<file path="config.mk">
export PLATFORM = sky130hd
export DESIGN_NAME = synce_stim_seq
export DESIGN_NICKNAME = d
export VERILOG_FILES = /design/src/rtl/synce_seq_pkg.sv /design/src/rtl/synce_seq_ctrl.sv /design/src/rtl/synce_seq_datapath.sv /design/src/rtl/synce_stim_seq.sv
export SDC_FILE = /design/constraint.sdc
export NUM_CORES = 1
export LEC_CHECK = 0
export BUFFER_PORTS_ARGS = -buffer_cell sky130_fd_sc_hd__buf_2
export CAP_MARGIN = 25
export CORE_UTILIZATION = 40
export DETAILED_ROUTE_END_ITERATION = 8
export MAX_ROUTING_LAYER = met4
export SLEW_MARGIN = 20
export SYNTH_ARGS = -nofsm -noshare
export SYNTH_HDL_FRONTEND = slang
export SYNTH_SLANG_ARGS = --single-unit
</file>
<file path="constraint.sdc">
create_clock -name clk -period 3.7 [get_ports clk]
set_input_delay 0.925 -clock clk [delete_from_list [all_inputs] [get_ports clk]]
set_output_delay 0.925 -clock clk [all_outputs]
set_load 0.03 [all_outputs]
</file>
<file path="src/rtl/synce_seq_pkg.sv">
package synce_seq_pkg;

  localparam logic [3:0] QL_PRC_CODE = 4'h2;
  localparam logic [3:0] QL_EEC_CODE = 4'hB;

  typedef enum logic [2:0] {
    ST_IDLE,
    ST_WAIT_STABLE,
    ST_TRANSIENT,
    ST_PRC_WAIT,
    ST_HOLD,
    ST_DONE
  } seqState_t;

  typedef struct packed {
    logic clearPhase;
    logic loadJump;
    logic rampStep;
    logic loadRelock;
    logic sendPrc;
    logic sendEec;
  } seqStrobes_t;

endpackage

</file>
<file path="src/rtl/synce_seq_ctrl.sv">
module synce_seq_ctrl
  import synce_seq_pkg::*;
#(
  parameter int EEC_W      = 11,
  parameter int PRC_W      = 10,
  parameter int RELOCK_W   = 17,
  parameter int EEC_MIN    = 1800,
  parameter int EEC_MAX    = 2000,
  parameter int PRC_MIN    = 180,
  parameter int PRC_MAX    = 500,
  parameter int RELOCK_MAX = 120000,
  parameter int MARK_MS    = 15000,
  parameter int HOLD_MS    = 85000
) (
  input  logic                clk,
  input  logic                rst_n,
  input  logic                startCmd,
  input  logic                dutStable,
  input  logic                msTick,
  input  logic [EEC_W-1:0]    eecDelayIn,
  input  logic [PRC_W-1:0]    prcDelayIn,
  input  logic [RELOCK_W-1:0] relockIn,
  output seqStrobes_t         strobes,
  output logic [RELOCK_W-1:0] relockStep,
  output logic                transientMark,
  output logic                testDone,
  output logic                cfgError
);

  localparam int CNT_MAX = (MARK_MS > HOLD_MS) ? MARK_MS : HOLD_MS;
  localparam int CNT_W   = $clog2(CNT_MAX + 1);
  localparam logic [EEC_W-1:0]    EEC_LO = EEC_W'(EEC_MIN);
  localparam logic [EEC_W-1:0]    EEC_HI = EEC_W'(EEC_MAX);
  localparam logic [PRC_W-1:0]    PRC_LO = PRC_W'(PRC_MIN);
  localparam logic [PRC_W-1:0]    PRC_HI = PRC_W'(PRC_MAX);
  localparam logic [RELOCK_W-1:0] REL_HI = RELOCK_W'(RELOCK_MAX);
  localparam logic [CNT_W-1:0]    MARK_CNT = CNT_W'(MARK_MS);
  localparam logic [CNT_W-1:0]    HOLD_CNT = CNT_W'(HOLD_MS);

  seqState_t            state;
  logic [CNT_W-1:0]     msCnt;
  logic [CNT_W-1:0]     nextCnt;
  logic [EEC_W-1:0]     eecReg;
  logic [PRC_W-1:0]     prcReg;
  logic [EEC_W-1:0]     eecClamped;
  logic [PRC_W-1:0]     prcClamped;
  logic [RELOCK_W-1:0]  relClamped;
  logic                 anyClamp;
  logic                 startOk;

  assign nextCnt = msCnt + 1'b1;
  assign startOk = startCmd && (state == ST_IDLE || state == ST_DONE);

  // Range limiting of the programmed settings
  always_comb begin
    eecClamped = eecDelayIn;
    prcClamped = prcDelayIn;
    relClamped = relockIn;
    anyClamp   = 1'b0;
    if (eecDelayIn < EEC_LO) begin eecClamped = EEC_LO; anyClamp = 1'b1; end
    if (eecDelayIn > EEC_HI) begin eecClamped = EEC_HI; anyClamp = 1'b1; end
    if (prcDelayIn < PRC_LO) begin prcClamped = PRC_LO; anyClamp = 1'b1; end
    if (prcDelayIn > PRC_HI) begin prcClamped = PRC_HI; anyClamp = 1'b1; end
    if (relockIn > REL_HI)   begin relClamped = REL_HI; anyClamp = 1'b1; end
  end

  // Strobes towards the datapath
  always_comb begin
    strobes = '0;
    case (state)
      ST_IDLE, ST_DONE: begin
        strobes.clearPhase = startCmd;
        strobes.sendPrc    = startCmd;
      end
      ST_WAIT_STABLE: strobes.loadJump = dutStable;
      ST_TRANSIENT: if (msTick) begin
        strobes.loadRelock = (nextCnt == MARK_CNT);
        strobes.rampStep   = (nextCnt != MARK_CNT);
        strobes.sendEec    = (nextCnt == CNT_W'(eecReg));
      end
      ST_PRC_WAIT: strobes.sendPrc = msTick && (nextCnt == CNT_W'(prcReg));
      default: ;
    endcase
  end

  always_ff @(posedge clk) begin
    if (!rst_n) begin
      state      <= ST_IDLE;
      msCnt      <= '0;
      eecReg     <= EEC_LO;
      prcReg     <= PRC_LO;
      relockStep <= '0;
      cfgError   <= 1'b0;
    end else begin
      case (state)
        ST_IDLE, ST_DONE: if (startOk) begin
          eecReg     <= eecClamped;
          prcReg     <= prcClamped;
          relockStep <= relClamped;
          cfgError   <= anyClamp;
          state      <= ST_WAIT_STABLE;
        end
        ST_WAIT_STABLE: if (dutStable) begin
          msCnt <= '0;
          state <= ST_TRANSIENT;
        end
        ST_TRANSIENT: if (msTick) begin
          if (nextCnt == MARK_CNT) begin
            msCnt <= '0;
            state <= ST_PRC_WAIT;
          end else begin
            msCnt <= nextCnt;
          end
        end
        ST_PRC_WAIT: if (msTick) begin
          if (nextCnt == CNT_W'(prcReg)) begin
            msCnt <= '0;
            state <= ST_HOLD;
          end else begin
            msCnt <= nextCnt;
          end
        end
        ST_HOLD: if (msTick) begin
          if (nextCnt == HOLD_CNT) begin
            msCnt <= '0;
            state <= ST_DONE;
          end else begin
            msCnt <= nextCnt;
          end
        end
        default: state <= ST_IDLE;
      endcase
    end
  end

  assign transientMark = (state == ST_TRANSIENT);
  assign testDone      = (state == ST_DONE);

endmodule

</file>
<file path="src/rtl/synce_seq_datapath.sv">
module synce_seq_datapath
  import synce_seq_pkg::*;
#(
  parameter int PH_W     = 32,
  parameter int RELOCK_W = 17,
  parameter int JUMP_PS  = 120000,
  parameter int RAMP_PS  = 50
) (
  input  logic                   clk,
  input  logic                   rst_n,
  input  seqStrobes_t            strobes,
  input  logic [RELOCK_W-1:0]    relockStep,
  output logic signed [PH_W-1:0] phaseOffsetPs,
  output logic [3:0]             qlCode,
  output logic                   qlSend
);

  localparam logic signed [PH_W-1:0] JUMP_VAL = PH_W'(JUMP_PS);
  localparam logic signed [PH_W-1:0] RAMP_VAL = PH_W'(RAMP_PS);

  logic signed [PH_W-1:0] relockVal;
  assign relockVal = $signed({{(PH_W-RELOCK_W){1'b0}}, relockStep});

  always_ff @(posedge clk) begin
    if (!rst_n) begin
      phaseOffsetPs <= '0;
      qlCode        <= QL_PRC_CODE;
      qlSend        <= 1'b0;
    end else begin
      if (strobes.clearPhase)      phaseOffsetPs <= '0;
      else if (strobes.loadJump)   phaseOffsetPs <= JUMP_VAL;
      else if (strobes.loadRelock) phaseOffsetPs <= relockVal;
      else if (strobes.rampStep)   phaseOffsetPs <= phaseOffsetPs + RAMP_VAL;

      qlSend <= strobes.sendPrc || strobes.sendEec;
      if (strobes.sendEec)      qlCode <= QL_EEC_CODE;
      else if (strobes.sendPrc) qlCode <= QL_PRC_CODE;
    end
  end

endmodule

</file>
<file path="src/rtl/synce_stim_seq.sv">
module synce_stim_seq
  import synce_seq_pkg::*;
#(
  parameter int PH_W       = 32,
  parameter int EEC_W      = 11,
  parameter int PRC_W      = 10,
  parameter int RELOCK_W   = 17,
  parameter int JUMP_PS    = 120000,
  parameter int RAMP_PS    = 50,
  parameter int EEC_MIN    = 1800,
  parameter int EEC_MAX    = 2000,
  parameter int PRC_MIN    = 180,
  parameter int PRC_MAX    = 500,
  parameter int RELOCK_MAX = 120000,
  parameter int MARK_MS    = 15000,
  parameter int HOLD_MS    = 85000
) (
  input  logic                   clk,
  input  logic                   rst_n,
  input  logic                   startCmd,
  input  logic                   dutStable,
  input  logic                   msTick,
  input  logic [EEC_W-1:0]       eecDelayMs,
  input  logic [PRC_W-1:0]       prcDelayMs,
  input  logic [RELOCK_W-1:0]    relockStepPs,
  output logic signed [PH_W-1:0] phaseOffsetPs,
  output logic [3:0]             qlCode,
  output logic                   qlSend,
  output logic                   transientMark,
  output logic                   testDone,
  output logic                   cfgError
);

  seqStrobes_t         strobes;
  logic [RELOCK_W-1:0] relockStep;

  synce_seq_ctrl #(
    .EEC_W(EEC_W), .PRC_W(PRC_W), .RELOCK_W(RELOCK_W),
    .EEC_MIN(EEC_MIN), .EEC_MAX(EEC_MAX),
    .PRC_MIN(PRC_MIN), .PRC_MAX(PRC_MAX),
    .RELOCK_MAX(RELOCK_MAX), .MARK_MS(MARK_MS), .HOLD_MS(HOLD_MS)
  ) ctrl_i (
    .clk(clk), .rst_n(rst_n), .startCmd(startCmd), .dutStable(dutStable),
    .msTick(msTick), .eecDelayIn(eecDelayMs), .prcDelayIn(prcDelayMs),
    .relockIn(relockStepPs), .strobes(strobes), .relockStep(relockStep),
    .transientMark(transientMark), .testDone(testDone), .cfgError(cfgError)
  );

  synce_seq_datapath #(
    .PH_W(PH_W), .RELOCK_W(RELOCK_W), .JUMP_PS(JUMP_PS), .RAMP_PS(RAMP_PS)
  ) dp_i (
    .clk(clk), .rst_n(rst_n), .strobes(strobes), .relockStep(relockStep),
    .phaseOffsetPs(phaseOffsetPs), .qlCode(qlCode), .qlSend(qlSend)
  );

endmodule

</file>
==> results.cfg, run 1 <==
[global_routing]
use_met2 = 0.338
grtUsageMet3 = 0.0339
grtUsageTotal = 0.224
use_met1 = 0.300
grt_antenna_before_repair = 0
gr-total-overflow = 0
grt_start_max_net_pins = 32
first_global_vias = 4825
grt.busiest_layer = met2
grt_pass1_wl_mm = 24.5

[power]
total_leakage_power_nw = 2.36
vdd_drop_max_mv = 0.319
power_w = 0.00237
p_per_area_mw_per_mm2 = 379

[floorplanning]
fp.dieW_um = 118
dieArea_mm2 = 0.0139
fp.dieH_um = 118
io_pins = 83
initial_core_util = 0.417
rows = 41
core_area_mm2 = 0.0129

[finish]
diodes = 0
design_area_mm2 = 0.00624
nets = 780
final_util = 0.485
syn_to_final_growth_pct = 16.2
drive_gt1_frac = 0.180
fillers = 1291

[sta]
slew_violations = 0
worst_pin_slew_ps = 661
period_share = 0.940
hold_viol = 0
finalSetupViolations = 0
skew_ps = 7.15
min_period_ps = 3480
fmax_mhz = 287
slew_headroom = 0.560
fin_ws_ps = 222

[critical_path]
slowest_delay_ps = 440
cpMaxStageDelayCell = a2111oi_4
path_class = reg2reg
crit_fanout = 10
path_cells = ha_1, nand3_1, o41a_1, nor4_1, nand4_1, a2111oi_4, nor2_1, buf_4, a32oi_1, o311ai_0
cp.required_ps = 3880
cp.arrival_ps = 3660
endpoint_kind = flop
worstSetupStartpointType = flop

[clocking]
cts.path.max_buffers = 2
cts_tree = built
holdBufCountCts = 0
h-tree-depth = 3
clock_latency_ps = 350
cts_buffers = 9
cts_sinks = 93
clk_pin_slew_ps = 70
cts-root-buf = clkbuf_16

[detailed_routing]
via_per_inst = 5.77
drt_iter0_drc = 311
drc = 0
routed_wirelength_mm = 14.9
via_count = 5253
wl_per_cell_um = 16.4
dr.pass1.iters = 5
antenna_left = 0

[logic_synthesis]
syn_nets = 719
synthMostInstantiatedCell = dfxtp_1
ys_seq_area_frac = 0.347
syn_inst = 674
synthTopCellsByCount = dfxtp_1, nand2_1, nor2_1, o21ai_0, nand3_1
synth.distinct_cells = 72
syn_area_mm2 = 0.00537
synth.avg_cell_area_um2 = 7.97
synth_edf_count = 0
synth-async-reset-ratio = 0
synth_top_cell_by_area = dfxtp_1
synth-seq-cells = 93
synthFlopType = dfxtp_1
yosysWarnings = 0
synth.top_cell.area_share = 0.347
synthTopCellsByArea = dfxtp_1, nand2_1, xnor2_1

[placed_design]
port_buffers = 80
place_ws_ps = 259
hpwlAfterDp_mm = 10.8
finalWeightedCongestion = 0.929
place_area_mm2 = 0.00592

[min_path]
hold_class = reg2reg

[outcome]
status = completed

[flow_run]
maxCapViolCount = 0
[cell type report]
cell class | instances | area (µm²) | area share
clock inverters | 5 | 83.8 | 0.0134
multi-input cells | 517 | 3260 | 0.522
repair buffers | 98 | 536 | 0.0858
well taps | 172 | 215 | 0.0345
clock buffers | 10 | 229 | 0.0367
flip-flops and latches | 93 | 1860 | 0.298
inverters | 16 | 60.1 | 0.00962
[placed cells by master, fill, tap and decap left out, types with 4 or more instances in the layout]
cell type | synthesis | routed
a22oi_1 | 7 | 7
nor2b_1 | 10 | 10
a21oi_1 | 25 | 25
and3_1 | 10 | 10
nand2_1 | 72 | 72
inv_1 | 16 | 16
xor2_1 | 22 | 22
or4_1 | 5 | 5
nand4_1 | 13 | 13
buf_4 | 5 | 18
o21ai_0 | 48 | 48
or2_2 | 5 | 5
nand2b_1 | 11 | 11
clkbuf_16 | 0 | 9
nor4_1 | 13 | 13
a32oi_1 | 4 | 4
nand3b_1 | 6 | 6
mux2_4 | 4 | 4
buf_2 | 9 | 80
xnor2_1 | 29 | 29
o31ai_1 | 6 | 6
nand3_1 | 40 | 40
nor2_1 | 59 | 59
nor3_1 | 18 | 17
a21boi_0 | 6 | 6
a31oi_1 | 7 | 7
dfxtp_1 | 93 | 93
o31a_1 | 5 | 5
a22o_1 | 15 | 15
[state kept, by name, indices dropped and copies added, names as in the netlist, named ones only]
signal and cells:
ctrl_i.msCnt 17, dp_i.qlSend 1, ctrl_i.eecReg 11, ctrl_i.relockStep 17
ctrl_i.cfgError 1, dp_i.qlCode 1, ctrl_i.state 3, dp_i.phaseOffsetPs 31
ctrl_i.prcReg 10
[path summary, 6_finish.rpt]
kind | start | end | slack [ps] | depth (start not counted)
worst max-delay path | ctrl_i.msCnt[1] | ctrl_i.msCnt[8] | 220 | 10
worst min-delay path | ctrl_i.relockStep[16] | ctrl_i.relockStep[16] | 460 | 2
worst min register to register | ctrl_i.relockStep[16] | ctrl_i.relockStep[16] | 460 | 2
worst max register to register | ctrl_i.msCnt[1] | ctrl_i.msCnt[8] | 220 | 10
[metrics by stage]
stage          hold WS [ps]  setup TNS (ps)  std cells
2_1_floorplan           431               0        674
3_3_place_gp            445               0        896
3_5_place_dp            449               0        896
4_1_cts                 466               0        911
5_1_grt                 487           -7.40        911
6_report                463               0        911
[worst max-delay path: cells and delay by family, from the launching register on]
family	cells	cell delay, ps
flip-flops	1	430
AO/OA/AOI/OAI	4	1280
buffers and inverters	1	220
adder cells (fa/ha/maj)	1	310
AND/OR/NAND/NOR	4	1060
[routing by layer]
| layer | up-vias | part of all wire |
|---|---|---|
| met2 | 173 | 0.43 |
| met4 | 0 | 0.019 |
| met1 | 2491 | 0.49 |
| met3 | 24 | 0.062 |
| li1 | 2565 | - |
| met5 | - | 0 |
[cell families after synthesis]
family                   synth area share
AND/OR/NAND/NOR                     0.277
other                             0.00140
multiplexers                       0.0191
AO/OA/AOI/OAI                       0.216
XOR/XNOR                           0.0832
flip-flops                          0.347
buffers and inverters              0.0517
adder cells (fa/ha/maj)           0.00466
[report_power, final]
| part | switching [W] | total [W] | leakage [nW] | internal (W) |
|---|---|---|---|---|
| Sequential | 0.0000457 | 0.00109 | 0.755 | 0.00104 |
| Clock | 0.000408 | 0.000999 | 0.145 | 0.000591 |
| Combinational | 0.000178 | 0.000278 | 1.46 | 0.000100 |
| Total | 0.000631 | 0.00237 | 2.36 | 0.00174 |
[what timing repair did]
item | in CTS | in global routing
buffers inserted | 0 | 0
resized for setup | 0 | 1
setup endpoints to repair | 0 | 1
Note: power is estimated with default switching activity, not from simulation.
==> inputs of run 2 (changes only) <==
--- a/config.mk
+++ b/config.mk
@@ -5,10 +5,12 @@
 export SDC_FILE = /design/constraint.sdc
 export NUM_CORES = 1
 export LEC_CHECK = 0
+export ABC_AREA = 1
 export BUFFER_PORTS_ARGS = -buffer_cell sky130_fd_sc_hd__buf_2
 export CAP_MARGIN = 25
 export CORE_UTILIZATION = 40
 export DETAILED_ROUTE_END_ITERATION = 8
+export GPL_TIMING_DRIVEN = 0
 export MAX_ROUTING_LAYER = met4
 export SLEW_MARGIN = 20
 export SYNTH_ARGS = -nofsm -noshare
==> run 2 against run 1 <==
Sequential power is 12% higher. Sequential share of layout area fell by 0.31 points. Clock power down 3.8%. Hold slack improved by 3.0 ps. Power rose by 29%. Critical path depth increased by 1. Largest power group unchanged. Highest routed layer unchanged. Critical path type unchanged. Fmax increased by 31%.
==> results.cfg, run 2 <==
[finish]
syn_to_final_growth_pct = 16.9
largest_reg_flops = 31
final_common_cell = nand2_1
diodes = 0
instances_no_fill = 1090
top_register = dp_i.phaseOffsetPs
nets = 955
drive_gt1_frac = 0.146
reg.largest.list = dp_i.phaseOffsetPs (31), ctrl_i.msCnt (17), ctrl_i.relockStep (17)
layout.cells.most_common_list = nand2_1, inv_1, dfxtp_1, nor2_1, buf_2
fillers = 1424

[floorplanning]
fp.dieH_um = 118
rows = 42
initial_core_util = 0.409
io_pins = 83
fp.dieW_um = 118
core_area_mm2 = 0.0132
dieArea_mm2 = 0.0140

[sta]
rsz0062_at_grt = false
min_period_ps = 2650
skew_ps = 8.01
fin_ws_ps = 1050
fmax_mhz = 378
slew_violations = 0
worst_pin_slew_ps = 657
slew_headroom = 0.562
finalSetupViolations = 0
setup-tns-final_ps = 0
hold_viol = 0
period_share = 0.716

[critical_path]
cp.required_ps = 3940
crit_fanout = 10
endpoint_kind = flop
cp.arrival_ps = 2890
path_class = reg2reg
worstSetupStartpointType = flop

[detailed_routing]
via_per_inst = 5.10
routed_wirelength_mm = 15.5
dr.pass1.iters = 5
drt_iter0_drc = 329
wl_per_cell_um = 14.2
via_count = 5557
drc = 0
antenna_left = 0

[placed_design]
port_buffers = 79
hpwlAfterDp_mm = 12.0
finalWeightedCongestion = 0.944
place_ws_ps = 807
place_inst = 1075

[logic_synthesis]
synth-async-reset-ratio = 0
syn_area_mm2 = 0.00540
synth.distinct_cells = 39
synth_edf_count = 0
yosysWarnings = 0
synthMostInstantiatedCell = nand2_1
synth-seq-cells = 93
syn_nets = 865
synth.top_cell.area_share = 0.345
syn_inst = 820
synth.avg_cell_area_um2 = 6.58
synth_top_cell_by_area = dfxtp_1
synthTopCellsByCount = nand2_1, inv_1, dfxtp_1, nor2_1, nand3_1
synthTopCellsByArea = dfxtp_1, nand2_1, inv_1
synthFlopType = dfxtp_1
ys_seq_area_frac = 0.345

[clocking]
post_cts_resized = 0
clock_latency_ps = 360
cts_buffers = 9
holdBufCountCts = 0
cts-root-buf = clkbuf_16
h-tree-depth = 3
cts.path.max_buffers = 2
cts_setup_buffers = 0
clk_pin_slew_ps = 60
cts_tree = built
cts_sinks = 93

[power]
vdd_drop_max_mv = 0.380
pwr-share-clk = 0.316
p_per_area_mw_per_mm2 = 483
switchingPower_w = 0.00112
combPwrFrac = 0.283
p_sw_frac = 0.368
total_leakage_power_nw = 2.73
p_int_w = 0.00192
pwr-share-seq = 0.401

[global_routing]
grt_antenna_before_repair = 0
grt_pass1_wl_mm = 25.6
grtUsageTotal = 0.238
grt_start_max_net_pins = 16
gr-total-overflow = 0
first_global_vias = 5004

[flow_run]
maxCapViolCount = 0

[outcome]
status = completed

[min_path]
hold_class = reg2reg
==> run 2: cell type report <==
cell class,count,area [µm²],share of cell area
Buffer,21,118,0.0186
Clock buffer,10,239,0.0379
Clock inverter,5,58.8,0.00932
Inverter,109,409,0.0648
Multi-Input combinational cell,597,3010,0.477
Sequential cell,93,1860,0.295
Tap cell,176,220,0.0349
Timing Repair Buffer,79,395,0.0627
==> run 2: cells by family after synthesis <==
group	after synthesis	synth area share
AO/OA/AOI/OAI	132	0.144
XOR/XNOR	29	0.0471
adder cells (fa/ha/maj)	2	0.00464
buffers and inverters	130	0.0976
flip-flops	93	0.345
other	2	0.00139
AND/OR/NAND/NOR	432	0.361
==> run 2: routing by layer <==
layer	GRT usage	part of all wire	vias to the layer above
li1	-	-	2878
met1	0.337	0.52	2530
met2	0.344	0.42	126
met3	0.0294	0.037	23
met4	0.0905	0.022	0
met5	-	0	-
==> run 2: metrics by stage <==
stage | util | cell area, µm² | total power [W] | hold WS [ps]
2_1_floorplan | - | 5400 | 0.00182 | 426
3_3_place_gp | 0.456 | 6010 | 0.00210 | 445
3_5_place_dp | 0.456 | 6010 | 0.00210 | 453
4_1_cts | 0.478 | 6310 | 0.00306 | 465
5_1_grt | 0.478 | 6310 | 0.00322 | 496
6_report | 0.478 | 6310 | 0.00304 | 466
==> run 2: worst paths after layout <==
check | start | end | slack (ps) | depth (start not counted)
setup / recovery | ctrl_i.msCnt[0] | dp_i.phaseOffsetPs[28] | 1050 | 11
hold / removal | ctrl_i.prcReg[9] | ctrl_i.prcReg[9] | 470 | 2
hold reg to reg | ctrl_i.prcReg[9] | ctrl_i.prcReg[9] | 470 | 2
setup reg to reg | ctrl_i.msCnt[0] | dp_i.phaseOffsetPs[28] | 1050 | 11
==> run 2: power groups by stage <==
stage / sequential (W) / combinational [W] / clock (W)
floorplan: 0.00127 / 0.000557 / 0
global placement: 0.00124 / 0.000857 / 0
detailed placement: 0.00124 / 0.000859 / 0
CTS: 0.00122 / 0.000865 / 0.000979
global route: 0.00124 / 0.000968 / 0.00102
finish: 0.00122 / 0.000863 / 0.000961
==> run 2: critical path, stage by stage, from the launching register on <==
cell and delay, ps:
dfxtp_1 450, ha_1 230, nand2_1 160, nor2_4 240, nand3_1 90, nand2_1 100
nand4_1 210, nor2_4 270, nand3_2 210, nand2_1 280, buf_4 230, a21oi_1 50
==> inputs of run 3 (changes only) <==
--- a/config.mk
+++ b/config.mk
@@ -5,7 +5,7 @@
 export SDC_FILE = /design/constraint.sdc
 export NUM_CORES = 1
 export LEC_CHECK = 0
-export ABC_AREA = 1
+export ABC_AREA = 0
 export BUFFER_PORTS_ARGS = -buffer_cell sky130_fd_sc_hd__buf_2
 export CAP_MARGIN = 25
 export CORE_UTILIZATION = 40
==> constraint.sdc (replaced) <==
create_clock -name clk -period 2.6 [get_ports clk]
set_input_delay 0.65 -clock clk [delete_from_list [all_inputs] [get_ports clk]]
set_output_delay 0.65 -clock clk [all_outputs]
set_load 0.03 [all_outputs]
==> run 3 against run 2 <==
The run now ends with setup timing left. Sequential share of layout area decreased by 4.5 points. Non-clock buffer count increased by 88. Largest cell class unchanged. Fmax decreased by 6.0%. Critical path depth increased by 1. Power increased by 9.6%. Cell area increased by 19%. Clock power increased by 37%. Core utilization increased by 11 points. Hold slack improved by 2.5 ps. Highest routed layer unchanged. Via count increased by 4.3%. Sequential power increased by 26%.
==> results.cfg, run 3 (same netlist as run 1, synthesis figures left out) <==
[global_routing]
grtUsageTotal = 0.269
first_global_vias = 5577
grt_pass1_wl_mm = 28.9
gr-total-overflow = 0
grt_start_max_net_pins = 19
grt_antenna_before_repair = 0

[min_path]
hold_class = reg2reg
hp-start = ctrl_i.eecReg[9]
min_to = ctrl_i.eecReg[9]
min_delay_path_depth = 1

[floorplanning]
fp.dieH_um = 118
core_area_mm2 = 0.0129
dieArea_mm2 = 0.0139
initial_core_util = 0.417
rows = 41
fp.dieW_um = 118
io_pins = 83

[finish]
largest_reg_flops = 31
drive_gt1_frac = 0.345
instances_no_fill = 1002
diodes = 0
fillers = 1084
syn_to_final_growth_pct = 40.0
top_register = dp_i.phaseOffsetPs
reg.largest.list = dp_i.phaseOffsetPs (31), ctrl_i.msCnt (17), ctrl_i.relockStep (17)
final_common_cell = dfxtp_1
multi_input_area_mm2 = 0.00381
nets = 870
layout.cells.most_common_list = dfxtp_1, buf_2, nand2_1, nor2_1, buf_4
regArea_mm2 = 0.00188

[clocking]
cts_buffers = 9
cts_tree = built
cts.path.max_buffers = 2
cts_sinks = 93
holdBufCountCts = 0
clock_latency_ps = 360
clk_pin_slew_ps = 70
h-tree-depth = 3
cts-root-buf = clkbuf_16

[detailed_routing]
route.met2.wl_mm = 8.49
via_per_inst = 5.79
drt-met1-wl_mm = 8.17
dr.pass1.iters = 5
via_count = 5798
antenna_left = 0
drt_iter0_drc = 412
routed_wirelength_mm = 18.3
routed.top_layer = met4
wl_met3_mm = 1.14
wl_per_cell_um = 18.3
drc = 0

[critical_path]
path_class = reg2reg
r2r_start = ctrl_i.msCnt[6]
reg2reg_slack_ps = -220
cp.arrival_ps = 3040
timing.rr.end = dp_i.phaseOffsetPs[11]
crit_fanout = 8
endpoint_kind = flop
r2r_cells = 12
worstSetupStartpointType = flop
cp.required_ps = 2830

[sta]
finalSetupViolations = 48
worst_pin_slew_ps = 797
period_share = 1.08
fin_ws_ps = -218
skew_ps = 12.1
fmax_mhz = 355
slew_headroom = 0.469
rsz0062_at_grt = true
min_period_ps = 2820
slew_violations = 0
hold_viol = 0

[power]
vdd_drop_max_mv = 0.395
p_sw_frac = 0.303
combPwrFrac = 0.143
total_leakage_power_nw = 2.91
pwr-share-seq = 0.461
power_w = 0.00334
p_per_area_mw_per_mm2 = 444
switchingPower_w = 0.00101
pwr-share-clk = 0.396
p_int_w = 0.00233

[placed_design]
port_buffers = 79
finalWeightedCongestion = 0.959
place_inst = 926
place_ws_ps = -862
hpwlAfterDp_mm = 12.3

[outcome]
violations = setup timing
status = complete, but fails checks

[flow_run]
maxCapViolCount = 0
## run 3: changes by cell type in the layout (fill, tap and decap cells not counted), sizes merged, moves of 12 or more
cell    delta
a22o      +15
buf       +66
xnor2     +23
inv       -87
a32o      -14
nand2    -142
a21oi     -29
o21ai     +12
nor2      -36
clkbuf    +21
nand3     -25
## run 3: worst max-delay path by stage
stage,from,endpoint,slack [ps],depth (start not counted)
3_3_place_gp,ctrl_i.msCnt[6],ctrl_i.msCnt[10],-880,10
5_1_grt,ctrl_i.msCnt[6],dp_i.phaseOffsetPs[11],-290,12
3_5_place_dp,ctrl_i.msCnt[6],ctrl_i.msCnt[10],-860,10
6_report,ctrl_i.msCnt[6],dp_i.phaseOffsetPs[11],-220,12
4_1_cts,ctrl_i.msCnt[6],dp_i.phaseOffsetPs[11],-180,10
2_1_floorplan,ctrl_i.msCnt[0],dp_i.phaseOffsetPs[9],-60,10
## run 3: power groups by stage
stage | registers, W | clock network (W) | logic [W]
2_1_floorplan | 0.00158 | 0 | 0.000249
3_3_place_gp | 0.00157 | 0 | 0.000412
3_5_place_dp | 0.00157 | 0 | 0.000418
4_1_cts | 0.00154 | 0.00133 | 0.000461
5_1_grt | 0.00155 | 0.00138 | 0.000519
6_report | 0.00154 | 0.00132 | 0.000479
## run 3: area by class of cell
class / instances / area share
multi-input combinational: 517 / 0.507
sequential: 93 / 0.250
timing repair buffer: 141 / 0.123
buffer: 47 / 0.0452
clock buffer: 9 / 0.0299
tap: 172 / 0.0286
clock inverter: 7 / 0.00832
inverter: 16 / 0.00798
## run 3: what timing repair did
action,CTS,global route
buffers inserted,43,13
pin swaps,31,26
cloned,5,0
resized for setup,127,45
endpoints found under the setup margin,54,72
## run 3: critical path, stage by stage (launching register included)
cell and delay, ps:
dfxtp_2 330, buf_4 130, nand3_4 90, buf_8 140, buf_6 120, nor4_1 70, nor4_2 380, nand2_2 130
or4_4 590, buf_8 180, mux2_4 300, a22oi_2 160, nor2_1 60
## run 3: metrics by stage
step | TNS [ps] | hold slack, ps | utilization | instance area (µm²)
2_1_floorplan | -461 | 431 | - | 5450
3_3_place_gp | -39420 | 443 | 0.471 | 6060
3_5_place_dp | -39740 | 451 | 0.471 | 6070
4_1_cts | -2250 | 472 | 0.563 | 7250
5_1_grt | -9160 | 485 | 0.584 | 7520
6_report | -4830 | 468 | 0.584 | 7520
## run 3: metal layers
| metal | global-route usage | vias up |
|---|---|---|
| met1 | 0.343 | 2780 |
| met2 | 0.419 | 227 |
| met3 | 0.0422 | 38 |
| met4 | 0.116 | 0 |
| met5 | - | - |
| li1 | - | 2753 |
